`src/rtl/phy_csr_pkg.sv`:
```
// Shared constants for the PHY control/status register bank.
// Assumes an 8-bit data path and four registers selected by a 2-bit address.
package phy_csr_pkg;
    localparam int REG_AW = 2;
    localparam int REG_DW = 8;

    typedef enum logic [REG_AW-1:0] {
        ADDR_CAPS = 2'd0,
        ADDR_LINK = 2'd1,
        ADDR_CTRL = 2'd2,
        ADDR_EVT  = 2'd3
    } csr_addr_e;

    localparam logic [3:0] DELAY_CODE  = 4'b0000;
    localparam logic [2:0] JITTER_CODE = 3'b010;
    localparam logic [2:0] SPEED_LOW   = 3'b001;
    localparam logic [2:0] SPEED_HIGH  = 3'b010;

    // Event flag indices
    localparam int FLG_PORT   = 0;
    localparam int FLG_PWR    = 1;
    localparam int FLG_LOOP   = 2;
    localparam int FLG_TMO    = 3;
    localparam int NUM_FLAGS  = 4;
endpackage

```
`src/rtl/csr_edge_sync.sv`:
```
// Synchronizes an asynchronous level through STAGES flops and reports a
// one-cycle falling-edge pulse by comparing the last stage with a delayed copy.
// Assumes the input is quasi-static relative to the clock; flops reset to 0,
// so a level that is low at reset produces no edge.
module csr_edge_sync #(
    parameter int STAGES = 2
) (
    input  logic clk,
    input  logic rst_n,
    input  logic async_i,
    output logic fall_o
);
    logic [STAGES-1:0] sync_q;
    logic              last_q;

    // Shift the input through the synchronizer and keep one older sample.
    always_ff @(posedge clk) begin
        if (!rst_n) begin
            sync_q <= '0;
            last_q <= 1'b0;
        end else begin
            sync_q <= {sync_q[STAGES-2:0], async_i};
            last_q <= sync_q[STAGES-1];
        end
    end

    assign fall_o = last_q & ~sync_q[STAGES-1];
endmodule

```
`src/rtl/csr_event_flag.sv`:
```
// Sticky event flag with write-one-to-clear; a set in the same cycle as a
// clear wins so that no event is lost. Reset value is a parameter.
module csr_event_flag #(
    parameter logic RESET_VAL = 1'b0
) (
    input  logic clk,
    input  logic rst_n,
    input  logic set_i,
    input  logic clr_i,
    output logic flag_o
);
    // Latch events; clear only when no new event arrives.
    always_ff @(posedge clk) begin
        if (!rst_n)      flag_o <= RESET_VAL;
        else if (set_i)  flag_o <= 1'b1;
        else if (clr_i)  flag_o <= 1'b0;
    end
endmodule

```
`src/rtl/csr_short_reset.sv`:
```
// Holds the short-reset request bit and times the short reset signalling.
// The request self-clears when the bus reset begins while it is pending, and
// a down-counter then keeps drive_o high for CYCLES clocks.
module csr_short_reset #(
    parameter int CYCLES = 65
) (
    input  logic clk,
    input  logic rst_n,
    input  logic req_set_i,
    input  logic bus_reset_start_i,
    output logic req_o,
    output logic drive_o
);
    localparam int CW = $clog2(CYCLES + 1);
    localparam logic [CW-1:0] LOAD = CW'(CYCLES);

    logic [CW-1:0] cnt_q;

    // Request bit plus duration counter; the start of the reset beats a new write.
    always_ff @(posedge clk) begin
        if (!rst_n) begin
            req_o <= 1'b0;
            cnt_q <= '0;
        end else if (bus_reset_start_i && req_o) begin
            req_o <= 1'b0;
            cnt_q <= LOAD;
        end else begin
            if (req_set_i)     req_o <= 1'b1;
            if (cnt_q != '0)   cnt_q <= cnt_q - 1'b1;
        end
    end

    assign drive_o = (cnt_q != '0);
endmodule

```
`src/rtl/phy_csr_bank.sv`:
```
// Control and status register bank of a two-port serial-bus PHY.
// Holds capability fields, strap-loaded control bits, four sticky event
// flags, the short-reset request and the link-on interrupt level.
// Assumes one register access per cycle and straps stable while rst_n is low.
module phy_csr_bank
    import phy_csr_pkg::*;
#(
    parameter int CLK_MHZ        = 50,
    parameter int SHORT_RESET_NS = 1300,
    parameter int NUM_PORTS      = 2
) (
    input  logic                 clk,
    input  logic                 rst_n,
    input  logic [REG_AW-1:0]    reg_addr,
    input  logic                 reg_wr,
    input  logic [REG_DW-1:0]    reg_wdata,
    input  logic                 reg_rd,
    output logic [REG_DW-1:0]    reg_rdata,
    input  logic                 strap_speed,
    input  logic                 strap_contender,
    input  logic [2:0]           strap_pwr,
    input  logic                 strap_susres,
    input  logic                 lps,
    input  logic                 cps,
    input  logic                 loop_det,
    input  logic                 timeout_evt,
    input  logic [NUM_PORTS-1:0] port_resume,
    input  logic                 bus_reset_start,
    output logic                 sid_link,
    output logic                 sid_contender,
    output logic [2:0]           sid_pwr,
    output logic                 short_reset_req,
    output logic                 short_reset_drive,
    output logic                 link_on_irq
);
    localparam int SHORT_CYCLES = (CLK_MHZ * SHORT_RESET_NS + 999) / 1000;
    localparam logic [NUM_FLAGS-1:0] FLAG_RST = NUM_FLAGS'(1) << FLG_PWR;

    logic       link_active_q;
    logic       contender_q;
    logic [2:0] pwr_class_q;
    logic       watchdog_q;
    logic       wr_link, wr_ctrl, wr_evt;
    logic       cps_fall;
    logic [NUM_FLAGS-1:0] flag_set, flag_clr, flag_q;
    logic [REG_DW-1:0]    rd_word;

    // Decode write strobes per register.
    always_comb begin
        wr_link = reg_wr && (reg_addr == ADDR_LINK);
        wr_ctrl = reg_wr && (reg_addr == ADDR_CTRL);
        wr_evt  = reg_wr && (reg_addr == ADDR_EVT);
    end

    // Read/write control bits; reset values come from the straps.
    always_ff @(posedge clk) begin
        if (!rst_n) begin
            link_active_q <= 1'b1;
            contender_q   <= strap_contender;
            pwr_class_q   <= strap_pwr;
            watchdog_q    <= 1'b0;
        end else begin
            if (wr_link) begin
                link_active_q <= reg_wdata[1];
                contender_q   <= reg_wdata[0];
            end
            if (wr_ctrl) begin
                pwr_class_q <= reg_wdata[7:5];
                watchdog_q  <= reg_wdata[4];
            end
        end
    end

    csr_edge_sync #(.STAGES(2)) u_cps_sync (
        .clk     (clk),
        .rst_n   (rst_n),
        .async_i (cps),
        .fall_o  (cps_fall)
    );

    // Event sources and write-one-to-clear strobes per flag.
    always_comb begin
        flag_set[FLG_PORT] = watchdog_q && strap_susres && (|port_resume);
        flag_set[FLG_PWR]  = cps_fall;
        flag_set[FLG_LOOP] = loop_det;
        flag_set[FLG_TMO]  = timeout_evt;
        flag_clr[FLG_PORT] = wr_evt  && reg_wdata[0];
        flag_clr[FLG_PWR]  = wr_ctrl && reg_wdata[1];
        flag_clr[FLG_LOOP] = wr_ctrl && reg_wdata[2];
        flag_clr[FLG_TMO]  = wr_evt  && reg_wdata[1];
    end

    for (genvar gi = 0; gi < NUM_FLAGS; gi++) begin : g_flag
        csr_event_flag #(.RESET_VAL(FLAG_RST[gi])) u_flag (
            .clk    (clk),
            .rst_n  (rst_n),
            .set_i  (flag_set[gi]),
            .clr_i  (flag_clr[gi]),
            .flag_o (flag_q[gi])
        );
    end

    csr_short_reset #(.CYCLES(SHORT_CYCLES)) u_short_rst (
        .clk               (clk),
        .rst_n             (rst_n),
        .req_set_i         (wr_ctrl && reg_wdata[3]),
        .bus_reset_start_i (bus_reset_start),
        .req_o             (short_reset_req),
        .drive_o           (short_reset_drive)
    );

    // Assemble the addressed register for a read.
    always_comb begin
        unique case (reg_addr)
            ADDR_CAPS: rd_word = {4'(NUM_PORTS), DELAY_CODE};
            ADDR_LINK: rd_word = {(strap_speed ? SPEED_HIGH : SPEED_LOW),
                                  JITTER_CODE, link_active_q, contender_q};
            ADDR_CTRL: rd_word = {pwr_class_q, watchdog_q, short_reset_req,
                                  flag_q[FLG_LOOP], flag_q[FLG_PWR], 1'b0};
            ADDR_EVT:  rd_word = {6'b0, flag_q[FLG_TMO], flag_q[FLG_PORT]};
            default:   rd_word = '0;
        endcase
    end

    // Register read data on a read strobe, hold otherwise.
    always_ff @(posedge clk) begin
        if (!rst_n)      reg_rdata <= '0;
        else if (reg_rd) reg_rdata <= rd_word;
    end

    // Self-ID exports and the gated interrupt level.
    always_comb begin
        sid_link      = link_active_q & lps;
        sid_contender = contender_q;
        sid_pwr       = pwr_class_q;
        link_on_irq   = (lps | watchdog_q) &
                        (flag_q[FLG_LOOP] | flag_q[FLG_PWR] | flag_q[FLG_TMO]);
    end
endmodule

```
`config.mk`:
```
export PLATFORM = sky130hd
export DESIGN_NAME = phy_csr_bank
export DESIGN_NICKNAME = d
export VERILOG_FILES = /design/src/rtl/phy_csr_pkg.sv /design/src/rtl/csr_edge_sync.sv /design/src/rtl/csr_event_flag.sv /design/src/rtl/csr_short_reset.sv /design/src/rtl/phy_csr_bank.sv
export SDC_FILE = /design/constraint.sdc
export NUM_CORES = 1
export LEC_CHECK = 0
export BUFFER_PORTS_ARGS = -buffer_cell sky130_fd_sc_hd__buf_2
export CORE_ASPECT_RATIO = 1.75
export CORE_MARGIN = 2
export CORE_UTILIZATION = 45
export DETAILED_ROUTE_END_ITERATION = 6
export PLACE_DENSITY = 0.7
export SYNTH_ARGS = -nofsm -noshare
export SYNTH_HDL_FRONTEND = slang
export SYNTH_HIERARCHICAL = 1
export SYNTH_SLANG_ARGS = --single-unit
```
`constraint.sdc`:
```
create_clock -name clk -period 1.65 [get_ports clk]
set_input_delay 0.165 -clock clk [delete_from_list [all_inputs] [get_ports clk]]
set_output_delay 0.165 -clock clk [all_outputs]
set_load 0.01 [all_outputs]
```
==> reports/metrics.yaml, run 1 <==
drt:
  routed_wl_mm: 3.35
  first_pass_iters: 4
  vias_per_cell: 5.46
  drc_errors: 0
  drt-initial-drc-count: 24
  vias: 1213
  wl_per_cell_um: 15.1
  ant_nets: 0
sta:
  setup_viol: 3
  skew_ps: 7.82
  worst_pin_slew_ps: 369
  max_freq_ghz: 0.554
  fin_crit_sh: 1.09
  grt_setup_unrepaired: "true"
  slew_violations: 0
  hold_viol_final: 0
  final.setup.worst_slack_ps: -153
  slew_headroom: 0.751
  fin_crit_ps: 1800
synthesis:
  yosysSeqAreaShare: 0.448
  synth-xor-area-share: 0.0190
  synth_top_family_by_area: "simple AND/OR/NAND/NOR gates"
  synth_ff_type: "dfxtp_1"
  ys_async_sr_fraction: 0
  ys_warn_count: 6
  synth-compound-area-share: 0.154
  synth_nets: 165
  synthMuxAreaShare: 0.0551
  synthSimpleGateAreaFrac: 0.258
  syn-cell-area_um2: 1390
  synthAdderAreaFrac: 0.0181
  netlist_instances: 136
  synth.avg_cell_area_um2: 10.2
  synth_cell_types: 43
  synth_seq_cells: 29
  synth_edf_count: 4
layout:
  register_area_um2: 623
  finish.utilization: 0.614
  multi_input_area_um2: 712
  synthToLayoutAreaGrowth_pct: 29.7
  fillers: 266
  diodes: 0
  drive_gt1_frac: 0.418
  fin_nets: 222
  design_area_um2: 1800
die:
  die_w_um: 45.9
  die_height_um: 77.4
  start_util: 0.473
  fp.coreArea_um2: 2930
  die-area_um2: 3560
  pin_count: 43
  fp-row-count: 26
grt:
  gr-usage-all-layers: 0.203
  grt_pass1_vias: 1146
  grt_pass1_wl_mm: 5.22
  grt_max_degree: 17
  antenna_found_initial: 0
  grt_overflow: 0
hold_path:
  worstHoldPathType: "input port to flip-flop"
place:
  io_buffers: 42
  place_congestion: 0.735
  dp_hpwl_mm: 2.33
  placed_area_um2: 1610
critical_path:
  cp_slowest_cell: "or4b_4"
  worstPathArrival_ps: 1640
  critPathKind: "flip-flop to output pin"
  cp_max_fo: 2
  end_kind: "output pin"
  max_stage_delay_ps: 470
  path_cells: "inv_2, ha_4, or4b_4, or2_4, buf_6"
  path_buf_inv: 2
  worstPathRequired_ps: 1480
  critPathLaunchType: "flip-flop"
  cp_top_family: "simple AND/OR/NAND/NOR gates"
pwr:
  power_leakage_uw: 0.000838
  totalPowerFinal_uw: 2390
  power.density_nw_per_um2: 1330
  ir_drop_mv: 1.22
clock_tree:
  hold_buffers: 0
  cts_sinks: 29
  cts_tree: "built"
  clockBufferDepth: 2
  cts_buffers: 5
  h-tree-depth: 2
  root_buffer: "clkbuf_8"
  clk-insertion-delay-late_ps: 280
  path_clk_slew_ps: 60
flow_run:
  max_cap_violations: 0
run_status:
  failed_checks: "negative setup slack"
  status: "finished with violations"
-- layer usage --
metal | track usage | vias to the layer above | wire length, µm
li1 | - | 600 | -
met5 | 0 | - | 0
met3 | 0.0651 | 7 | 153
met2 | 0.363 | 34 | 1880
met1 | 0.206 | 572 | 1250
met4 | 0.0686 | 0 | 68
-- state kept, by name, indices dropped and copies added (netlist names) --
name,flops
g_flag.u_flag/flag_o,4
u_short_rst/req_o,1
link_active_q,1
u_cps_sync/last_q,1
sid_pwr,3
reg_rdata,8
u_short_rst/cnt_q,7
sid_contender,1
u_cps_sync/sync_q,2
watchdog_q,1
-- stage by stage --
stage | TNS, ps | hold slack, ps | worst slack [ps] | cells
2_1_floorplan | 0 | 248 | 91.1 | 136
3_3_place_gp | 0 | 372 | 92.6 | 204
3_5_place_dp | -42.8 | 378 | -18.0 | 204
4_1_cts | -177 | 93.5 | -155 | 218
5_1_grt | -597 | 97.1 | -181 | 222
6_report | -223 | 93.1 | -153 | 222
-- power breakdown --
group	internal (µW)	switching, µW	total [µW]	leakage (µW)
Combinational	498	397	894	0.000547
Sequential	818	78.6	897	0.000246
Clock	339	260	599	0.0000455
-- synthesized netlist by cell type, drive strengths merged (4+ instances only) --
cell	instances	share of area
o21a	5	0.027
mux2	5	0.041
nand3b	5	0.036
nand3	5	0.018
inv	4	0.011
edfxtp	4	0.087
a21boi	6	0.033
nor2b	6	0.043
a21oi	6	0.022
nand2b	4	0.018
dfxtp	25	0.36
buf	6	0.036
o21ai	7	0.025
and2	5	0.023
nand2	9	0.024
-- final timing paths --
kind | start | to | slack (ps) | cells after the start
max reg2reg | u_short_rst/cnt_q[1] | u_short_rst/cnt_q[1] | -70 | 6
max | u_short_rst/cnt_q[1] | short_reset_drive | -150 | 5
min | loop_det | g_flag[2].u_flag/flag_o | 90 | 2
min reg2reg | u_cps_sync/sync_q[0] | u_cps_sync/sync_q[1] | 430 | 1
-- layout make-up --
class,count,area share
timing repair buffer,56,0.179
sequential,29,0.347
inverter,4,0.00836
tap,28,0.0195
multi-input combinational,97,0.396
clock buffer,8,0.0501
-- layout by cell type (no fill, tap or decap), drive strengths merged --
| cell | n |
|---|---|
| buf | 56 |
| dfxtp | 25 |
| nand2 | 9 |
| clkbuf | 8 |
| o21ai | 7 |
| a21oi | 6 |
| a21boi | 6 |
| nor2b | 6 |
| nand3 | 5 |
| o21a | 5 |
| mux2 | 5 |
| and2 | 5 |
| nand3b | 5 |
| nand2b | 4 |
| edfxtp | 4 |
| inv | 4 |
| and3 | 3 |
| or3 | 3 |
| nor2 | 3 |
| or2 | 3 |
| o211a | 2 |
| and4 | 2 |
| a31oi | 2 |
| mux2i | 2 |
| nor3b | 2 |
| xnor2 | 2 |
| ha | 2 |
| o32a | 1 |
| o22ai | 1 |
| and2b | 1 |
| or4b | 1 |
| nor4 | 1 |
| a22o | 1 |
| a32oi | 1 |
| xor2 | 1 |
-- worst register-to-register path, delay by kind of cell (launching register included) --
kind,cells,cell delay (ps)
DFF,1,320
AOI/OAI and AO/OA,1,220
buffers and inverters,2,210
and+or+nand+nor,2,720
adders and majority gates,1,140
-- repair_timing --
action,in CTS,in global routing
gates cloned,0,0
setup endpoints to repair,4,7
pin swaps,2,2
buffers inserted,6,4
resized for setup,8,1
-- logic make-up after synthesis --
group                    after synthesis
AO/OA/AOI/OAI                         32
buffers and inverters                 10
XOR/XNOR                               3
multiplexers                           7
adder cells (fa/ha/maj)                2
AND/OR/NAND/NOR                       53
flip-flops                            29
(Power assumes the default switching activity.)
==> run 2, diff against run 1 <==
--- a/config.mk
+++ b/config.mk
@@ -11,6 +11,7 @@
 export CORE_UTILIZATION = 45
 export DETAILED_ROUTE_END_ITERATION = 6
 export PLACE_DENSITY = 0.7
+export RECOVER_POWER = 100
 export SYNTH_ARGS = -nofsm -noshare
 export SYNTH_HDL_FRONTEND = slang
 export SYNTH_HIERARCHICAL = 1
==> run 2 against run 1 <==
  * The flow still finishes with violations (negative setup slack)
  * Sequential share of layout area is 0.74 points higher
  * Wire length grew 0.92%
  * Die area unchanged
  * Combinational power is 1% lower
  * Critical path type unchanged
  * Highest routed layer unchanged
==> reports/metrics.yaml, run 2 (synthesis gave the netlist of run 1 again) <==
critical_path:
  critPathLaunchType: "flip-flop"
  end_kind: "output pin"
  critPathKind: "flip-flop to output pin"
  worstPathRequired_ps: 1480
  worstPathArrival_ps: 1640
  cp_max_fo: 2
layout:
  top_register: "reg_rdata"
  fin_nets: 222
  design_area_um2: 1760
  largest_reg_flops: 8
  drive_gt1_frac: 0.314
  final_common_cell: "buf_2"
  final_cell_mix: "buf_2, dfxtp_1, clkbuf_1, buf_4, nand2_1"
  synthToLayoutAreaGrowth_pct: 27.0
  diodes: 0
  fillers: 282
  reg_top3: "reg_rdata x8, u_short_rst/cnt_q x7, g_flag.u_flag/flag_o x4"
place:
  placed_area_um2: 1610
  place_congestion: 0.735
  dp_hpwl_mm: 2.33
  io_buffers: 42
die:
  pin_count: 43
  fp-row-count: 26
  die-area_um2: 3560
  start_util: 0.473
  die_w_um: 45.9
  die_height_um: 77.4
  fp.coreArea_um2: 2930
sta:
  worst_pin_slew_ps: 644
  skew_ps: 8.61
  grt_setup_unrepaired: "true"
  final.setup.worst_slack_ps: -154
  fin_crit_sh: 1.09
  slew_violations: 0
  setup_tns_ps: -225
  setup_viol: 3
  hold_viol_final: 0
  fin_crit_ps: 1800
  slew_headroom: 0.571
  max_freq_ghz: 0.554
clock_tree:
  path_clk_slew_ps: 60
  clk-insertion-delay-late_ps: 280
  root_buffer: "clkbuf_8"
  hold_buffers: 0
  h-tree-depth: 2
  clockBufferDepth: 2
  cts_buffers: 5
  cts_sinks: 29
  cts_tree: "built"
drt:
  drc_errors: 0
  vias_per_cell: 5.44
  first_pass_iters: 4
  wl_per_cell_um: 15.2
  drt-initial-drc-count: 23
  vias: 1207
  ant_nets: 0
  routed_wl_mm: 3.38
grt:
  antenna_found_initial: 0
  grt_pass1_wl_mm: 5.22
  gr-usage-all-layers: 0.203
  grt_overflow: 0
  grt_max_degree: 17
  grt_pass1_vias: 1146
flow_run:
  max_cap_violations: 0
run_status:
  failed_checks: "negative setup slack"
  status: "finished with violations"
pwr:
  ir_drop_mv: 1.22
  totalPowerFinal_uw: 2380
  power.density_nw_per_um2: 1350
  power_leakage_uw: 0.000763
hold_path:
  worstHoldPathType: "input port to flip-flop"
==> run 2: layer usage <==
metal	vias to the layer above	share of wire	track usage
li1	601	-	-
met1	571	0.38	0.206
met2	28	0.55	0.363
met3	7	0.042	0.0651
met4	0	0.020	0.0686
met5	-	0	0
==> run 2: path summary, 6_finish.rpt <==
check                             from  cells after the start  slack [ps]                 endpoint
setup / recovery  u_short_rst/cnt_q[1]                      5        -150        short_reset_drive
hold / removal                loop_det                      2          90  g_flag[2].u_flag/flag_o
setup reg to reg  u_short_rst/cnt_q[1]                      6         -70     u_short_rst/cnt_q[1]
hold reg to reg   u_cps_sync/sync_q[0]                      1         430     u_cps_sync/sync_q[1]
==> run 2: what timing repair did <==
action / CTS / global route
buffers inserted: 6 / 4
pin swaps: 2 / 2
cloned: 0 / 0
resized for setup: 8 / 1
endpoints found under the setup margin: 4 / 7
==> run 2: worst max-delay path, cell delays in order (launching register included) <==
cell	delay [ps]
dfxtp_2	320
inv_2	70
ha_4	140
or4b_4	470
or2_4	250
buf_6	120
==> run 2: where the power goes <==
group	internal (µW)	switching, µW	leakage [µW]
Combinational	486	397	0.000472
Clock	339	261	0.0000455
Sequential	818	78.7	0.000246
==> run 2: layout make-up <==
type | count | area, µm² | area share
clock buffers | 8 | 90.1 | 0.0512
inverters | 4 | 15.0 | 0.00853
multi-input cells | 97 | 707 | 0.402
flip-flops and latches | 29 | 623 | 0.354
well taps | 28 | 35.0 | 0.0199
repair buffers | 56 | 289 | 0.164
==> run 2: metrics by stage <==
| step | setup WS (ps) | hold slack, ps | cells | utilization |
|---|---|---|---|---|
| global route | -181 | 97.1 | 222 | 0.601 |
| global placement | 92.6 | 372 | 204 | 0.550 |
| detailed placement | -18.0 | 378 | 204 | 0.550 |
| CTS | -155 | 93.5 | 218 | 0.603 |
| floorplan | 91.1 | 248 | 136 | - |
| finish | -154 | 91.9 | 222 | 0.601 |
